## src/rtl/useq_pkg.sv

```systemverilog
package useq_pkg;
  localparam int unsigned RESET_ENTRY = 1;
  localparam int unsigned FETCH_ENTRY = 3;
  localparam int unsigned HALT_ENTRY  = 7;

  typedef enum logic [2:0] {
    CC_NZ = 3'd0, CC_Z  = 3'd1, CC_NC = 3'd2, CC_C = 3'd3,
    CC_PO = 3'd4, CC_PE = 3'd5, CC_P  = 3'd6, CC_M = 3'd7
  } cond_code_e;

  typedef struct packed {
    logic sign;
    logic parity;
    logic carry;
    logic zero;
  } cpu_flags_t;
endpackage

```

## src/rtl/useq_cond.sv

```systemverilog
module useq_cond
  import useq_pkg::*;
(
  input  logic [2:0] cond_i,
  input  logic [3:0] flags_i,
  output logic       taken_o
);
  cpu_flags_t fl;
  logic       sel_flag;

  assign fl = cpu_flags_t'(flags_i);

  // bits [2:1] pick the flag, bit 0 picks its polarity
  always_comb begin
    unique case (cond_i[2:1])
      2'd0:    sel_flag = fl.zero;
      2'd1:    sel_flag = fl.carry;
      2'd2:    sel_flag = fl.parity;
      default: sel_flag = fl.sign;
    endcase
    taken_o = cond_i[0] ? sel_flag : ~sel_flag;
  end
endmodule

```

## src/rtl/useq_next.sv

```systemverilog
module useq_next
  import useq_pkg::*;
#(
  parameter int unsigned AW = 8
) (
  input  logic          end_i,
  input  logic          ret_i,
  input  logic          halt_i,
  input  logic          decode_i,
  input  logic          jsr_i,
  input  logic          tjsr_i,
  input  logic          cond_ok_i,
  input  logic          accept_i,
  input  logic [AW-1:0] uaddr_i,
  input  logic [AW-1:0] ret_addr_i,
  input  logic [AW-1:0] target_i,
  input  logic [AW-1:0] dec_entry_i,
  output logic [AW-1:0] next_o,
  output logic          save_o
);
  localparam logic [AW-1:0] FETCH_A = AW'(FETCH_ENTRY);
  localparam logic [AW-1:0] HALT_A  = AW'(HALT_ENTRY);

  logic [AW-1:0] seq_addr;
  assign seq_addr = uaddr_i + AW'(1);

  always_comb begin
    next_o = seq_addr;
    save_o = 1'b0;
    if (end_i) begin
      next_o = (halt_i && !accept_i) ? HALT_A : FETCH_A;
    end else if (ret_i) begin
      next_o = ret_addr_i;
    end else if (jsr_i) begin
      next_o = target_i;
      save_o = 1'b1;
    end else if (tjsr_i) begin
      next_o = cond_ok_i ? target_i : FETCH_A;
      save_o = cond_ok_i;
    end else if (decode_i) begin
      next_o = dec_entry_i;
    end
  end
endmodule

```

## src/rtl/useq_irq.sv

```systemverilog
module useq_irq (
  input  logic clk_i,
  input  logic rst_ni,
  input  logic end_i,
  input  logic decode_i,
  input  logic irq_i,
  input  logic ei_i,
  input  logic di_i,
  output logic accept_o,
  output logic int_en_o,
  output logic int_ack_o
);
  logic int_en_q, int_ack_q;

  // registered enable only: an ei in the ending uinst takes effect later
  assign accept_o = end_i & int_en_q & irq_i;

  always_ff @(posedge clk_i or negedge rst_ni) begin
    if (!rst_ni) begin
      int_en_q  <= 1'b0;
      int_ack_q <= 1'b0;
    end else begin
      if (accept_o || di_i) int_en_q <= 1'b0;
      else if (ei_i)        int_en_q <= 1'b1;

      if (accept_o)      int_ack_q <= 1'b1;
      else if (decode_i) int_ack_q <= 1'b0;
    end
  end

  assign int_en_o  = int_en_q;
  assign int_ack_o = int_ack_q;
endmodule

```

## src/rtl/useq_sequencer.sv

```systemverilog
module useq_sequencer
  import useq_pkg::*;
#(
  parameter int unsigned AW = 8
) (
  input  logic          clk_i,
  input  logic          rst_ni,
  input  logic          end_i,
  input  logic          ret_i,
  input  logic          halt_i,
  input  logic          decode_i,
  input  logic          jsr_i,
  input  logic          tjsr_i,
  input  logic [AW-1:0] target_i,
  input  logic [AW-1:0] dec_entry_i,
  input  logic [2:0]    cond_i,
  input  logic [3:0]    flags_i,
  input  logic          irq_i,
  input  logic          ei_i,
  input  logic          di_i,
  output logic [AW-1:0] uaddr_o,
  output logic [AW-1:0] ret_addr_o,
  output logic          int_en_o,
  output logic          int_ack_o
);
  localparam logic [AW-1:0] RESET_A = AW'(RESET_ENTRY);

  logic [AW-1:0] uaddr_q, ret_q, next_addr;
  logic          cond_ok, accept, save;

  useq_cond u_cond (
    .cond_i  (cond_i),
    .flags_i (flags_i),
    .taken_o (cond_ok)
  );

  useq_irq u_irq (
    .clk_i     (clk_i),
    .rst_ni    (rst_ni),
    .end_i     (end_i),
    .decode_i  (decode_i),
    .irq_i     (irq_i),
    .ei_i      (ei_i),
    .di_i      (di_i),
    .accept_o  (accept),
    .int_en_o  (int_en_o),
    .int_ack_o (int_ack_o)
  );

  useq_next #(.AW(AW)) u_next (
    .end_i       (end_i),
    .ret_i       (ret_i),
    .halt_i      (halt_i),
    .decode_i    (decode_i),
    .jsr_i       (jsr_i),
    .tjsr_i      (tjsr_i),
    .cond_ok_i   (cond_ok),
    .accept_i    (accept),
    .uaddr_i     (uaddr_q),
    .ret_addr_i  (ret_q),
    .target_i    (target_i),
    .dec_entry_i (dec_entry_i),
    .next_o      (next_addr),
    .save_o      (save)
  );

  always_ff @(posedge clk_i or negedge rst_ni) begin
    if (!rst_ni) begin
      uaddr_q <= RESET_A;
      ret_q   <= '0;
    end else begin
      uaddr_q <= next_addr;
      if (save) ret_q <= uaddr_q + AW'(1);
    end
  end

  assign uaddr_o    = uaddr_q;
  assign ret_addr_o = ret_q;
endmodule

```

## config.mk

```make
export PLATFORM = sky130hd
export DESIGN_NAME = useq_sequencer
export DESIGN_NICKNAME = d
export VERILOG_FILES = /design/src/rtl/useq_pkg.sv /design/src/rtl/useq_cond.sv /design/src/rtl/useq_next.sv /design/src/rtl/useq_irq.sv /design/src/rtl/useq_sequencer.sv
export SDC_FILE = /design/constraint.sdc
export NUM_CORES = 1
export LEC_CHECK = 0
export ABC_AREA = 0
export BUFFER_PORTS_ARGS = -buffer_cell sky130_fd_sc_hd__buf_2
export CAP_MARGIN = 0
export CORE_MARGIN = 5
export CORE_UTILIZATION = 45
export CTS_BUF_LIST = sky130_fd_sc_hd__clkbuf_4 sky130_fd_sc_hd__clkbuf_8
export DETAILED_ROUTE_END_ITERATION = 6
export PLACE_DENSITY = 0.85
export SLEW_MARGIN = 0
export SYNTH_ARGS = -nofsm -noshare
export SYNTH_HDL_FRONTEND = slang
export SYNTH_SLANG_ARGS = --single-unit
```

## constraint.sdc

```tcl
create_clock -name clk_i -period 2.95 [get_ports clk_i]
set_input_delay 0.4425 -clock clk_i [delete_from_list [all_inputs] [get_ports clk_i]]
set_output_delay 0.4425 -clock clk_i [all_outputs]
set_load 0.005 [all_outputs]
```

==> summary.md <==
| Metric | Value |
|---|---|
| Outcome | `finished clean` |
| Synth Register Bits | `18` |
| Post-CTS Resized | `0` |
| First-pass iteration count of the detailed router | `4` |
| Synth-to-Final Area Change | `29.5%` |
| Area share of fa/ha/maj cells after synthesis | `0.0122` |
| Vias in the first global route | `1,122` |
| Layout cell share with drive strength beyond 1 | `0.425` |
| Met2 WL | `1.46 mm` |
| CTS Root Buffer Type | `clkbuf_4` |
| CTS buffer count | `3` |
| Comb pwr share | `0.289` |
| Seq/Total Area, Yosys | `0.439` |
| Fin nets | `189` |
| IO Pins | `52` |
| Routed length on met1 | `1.14 mm` |
| Worst Skew | `0.00367 ns` |
| Worst VDD drop | `0.372 mV` |
| Worst EP arrival | `2.01 ns` |
| Reg-to-reg endpoint | `uaddr_o[4]` |
| Clock sink total | `18` |
| Crit Path Class | `reg2reg` |
| Cell Area, Synth | `1030 µm²` |
| Cell taking the most area after synthesis | `dfrtp_1` |
| Die footprint | `3340 µm²` |
| Simple-gate area share of the yosys netlist | `0.130` |
| P per Cell Area | `514 nW/µm²` |
| Top layer in use | `met4` |
| Rows | `17` |
| Clock network fraction of total power | `0.225` |
| Setup TNS Final | `0 ns` |
| Sequential share of power | `0.486` |
| Internal power | `471 µW` |
| RSZ-0062 raised after global routing | `no` |
| Largest cells by area after synthesis | `dfrtp_1, mux2_2, a221oi_1` |
| Worst-Skew Late Latency | `0.30 ns` |
| Multiplexer area fraction after synthesis | `0.136` |
| Final Wtd Congestion | `0.821` |
| First-pass GRT wire length | `4.80 mm` |
| Core area | `2190 µm²` |
| Nature of the critical path startpoint | `flip-flop` |
| Htree depth | `1` |
| Psw | `214 µW` |
| Post-synthesis xor/xnor area fraction | `0.0595` |
| CTS tree | `done` |
| Fin crit period | `1.83 ns` |
| R2R depth | `6` |
| Routed wire per std cell | `16.0 µm` |
| Initial cell density of the core | `0.470` |
| ANT nets after route | `0` |
| Mapped Cells | `102` |
| Worst path cell trace | `ha_1, nand3_1, xnor2_1, mux2_2, a221oi_1, nor3_1` |
| Cell variety after synth | `27` |
| Hold Path Class | `in2async` |
| Slowest cell on crit path | `dfstp_2` |
| Total track usage | `0.183` |
| Die height | `57.8 µm` |
| DR vias/cell | `5.75` |
| Grt ovf | `0` |
| CTS Buffer Depth | `2` |
| CP Max Fanout | `7` |
| Post-CTS setup buffers | `0` |
| Mapped Avg Cell Area | `10.1 µm²` |
| Largest family of logic cells by synthesized area | `compound AO/OA/AOI/OAI gates` |
| Sw Ratio | `0.313` |
| Met3 WL | `227 µm` |
| Clock slew at reported path FFs | `0.10 ns` |
| FF-to-FF Start | `uaddr_o[0]` |
| Synth top area share | `0.413` |
| Max_cap viols | `0` |
| Peak Freq | `546 MHz` |
| DR vias | `1,040` |
| Drt drc | `0` |
| Leakage | `0.688 nW` |
| Synth Area in Compound Gates | `0.173` |
| Slew Viols, Final | `0` |
| Setup violators final | `0` |
| N_diodes | `0` |
| Worst setup EP type | `flip-flop` |
| Mapped Nets | `137` |
| Slew @ Worst Pin | `0.628 ns` |
| Total power | `686 µW` |
| Period utilization | `0.620` |
| Worst EP required | `3.13 ns` |
| Reg2reg setup slack | `1.12 ns` |
| Fin. Hold Viols | `0` |
| Die width | `57.8 µm` |
| Slowest cell delay on critical path | `0.61 ns` |
| Largest net degree at the start of global routing | `19` |
| Hold buffers post-CTS | `0` |
| Initial drt markers | `11` |
| Number of antenna violations at the first check in global routing | `0` |
| Yosys warning total | `0` |
| Drt total wl | `2.90 mm` |
| PortBufs | `51` |
| Dpl hpwl | `2.26 mm` |
| Relative slew margins | `0.580` |
cell usage in the layout (no fill, tap or decap), types with 4 or more instances in the layout:
master	n
buf_2	51
dfrtp_1	17
inv_1	8
mux2_2	8
nand3_1	7
nor2_1	7
a221oi_1	7
xnor2_1	5
mux2i_1	5
a21oi_1	4
flip-flops by register name, summed over array words and instances (netlist names):
signal,flops
u_irq.int_ack_o,1
u_irq.int_en_o,1
uaddr_o,8
ret_addr_o,8
metrics by stage:
step	setup WS (ns)	area [µm²]	hold WS (ns)	utilization	cells
CTS	1.12	1330	0.0674	0.609	181
finish	1.12	1330	0.0510	0.609	181
global placement	0.905	1300	0.392	0.592	177
floorplan	1.24	1030	0.147	-	102
detailed placement	0.835	1300	0.399	0.592	177
global route	0.937	1330	0.0687	0.609	181
synth_stat cells (all sizes together):
cell,number
dfrtp,17
inv,8
mux2,8
a221oi,7
nand3,7
nor2,7
mux2i,5
xnor2,5
a21oi,4
nand2,4
and3,3
clkbuf,3
nand2b,3
o211ai,3
o21ai,3
a211o,2
a311oi,2
nor3,2
xor2,2
a311o,1
a31oi,1
buf,1
dfstp,1
ha,1
nand3b,1
o21bai,1
metal layers:
metal / global-route usage / up-vias
met5: 0 / -
li1: - / 480
met3: 0.0512 / 9
met2: 0.318 / 48
met1: 0.202 / 503
met4: 0.0960 / 0
how the worst max path moves through the flow:
stage / from / to / slack, ns / cells after the start
2_1_floorplan: cond_i[1] / uaddr_o[3] / 1.24 / 6
6_report: uaddr_o[0] / uaddr_o[4] / 1.12 / 6
5_1_grt: uaddr_o[0] / uaddr_o[4] / 0.94 / 6
3_5_place_dp: cond_i[1] / ret_addr_o[5] / 0.83 / 6
3_3_place_gp: cond_i[1] / ret_addr_o[6] / 0.90 / 6
4_1_cts: uaddr_o[0] / uaddr_o[4] / 1.12 / 6
power groups by stage:
stage	Sequential [mW]	Clock [mW]	Combinational, mW
6_report	0.333	0.154	0.198
4_1_cts	0.333	0.158	0.201
2_1_floorplan	0.334	0	0.102
3_5_place_dp	0.337	0	0.199
5_1_grt	0.341	0.172	0.223
3_3_place_gp	0.334	0	0.191
cell type report:
type	instances	area [µm²]
tap	28	35.0
sequential	18	452
multi-input combinational	72	526
fill	192	857
inverter	8	30.0
clock buffer	4	36.3
timing repair buffer	51	255
critical path: cells and delay by family, from the launching register on:
family | cells | cell delay, ns
fa+ha+maj | 1 | 0.24
mux | 1 | 0.27
simple gates | 2 | 0.19
flops | 1 | 0.61
compound gates | 1 | 0.24
xor+xnor | 1 | 0.16
logic make-up after synthesis:
family / Yosys count
simple gates: 27
compound gates: 24
flops: 18
mux: 13
buf+inv: 12
xor+xnor: 7
fa+ha+maj: 1
No activity file was read; power rests on OpenSTA's default activity.
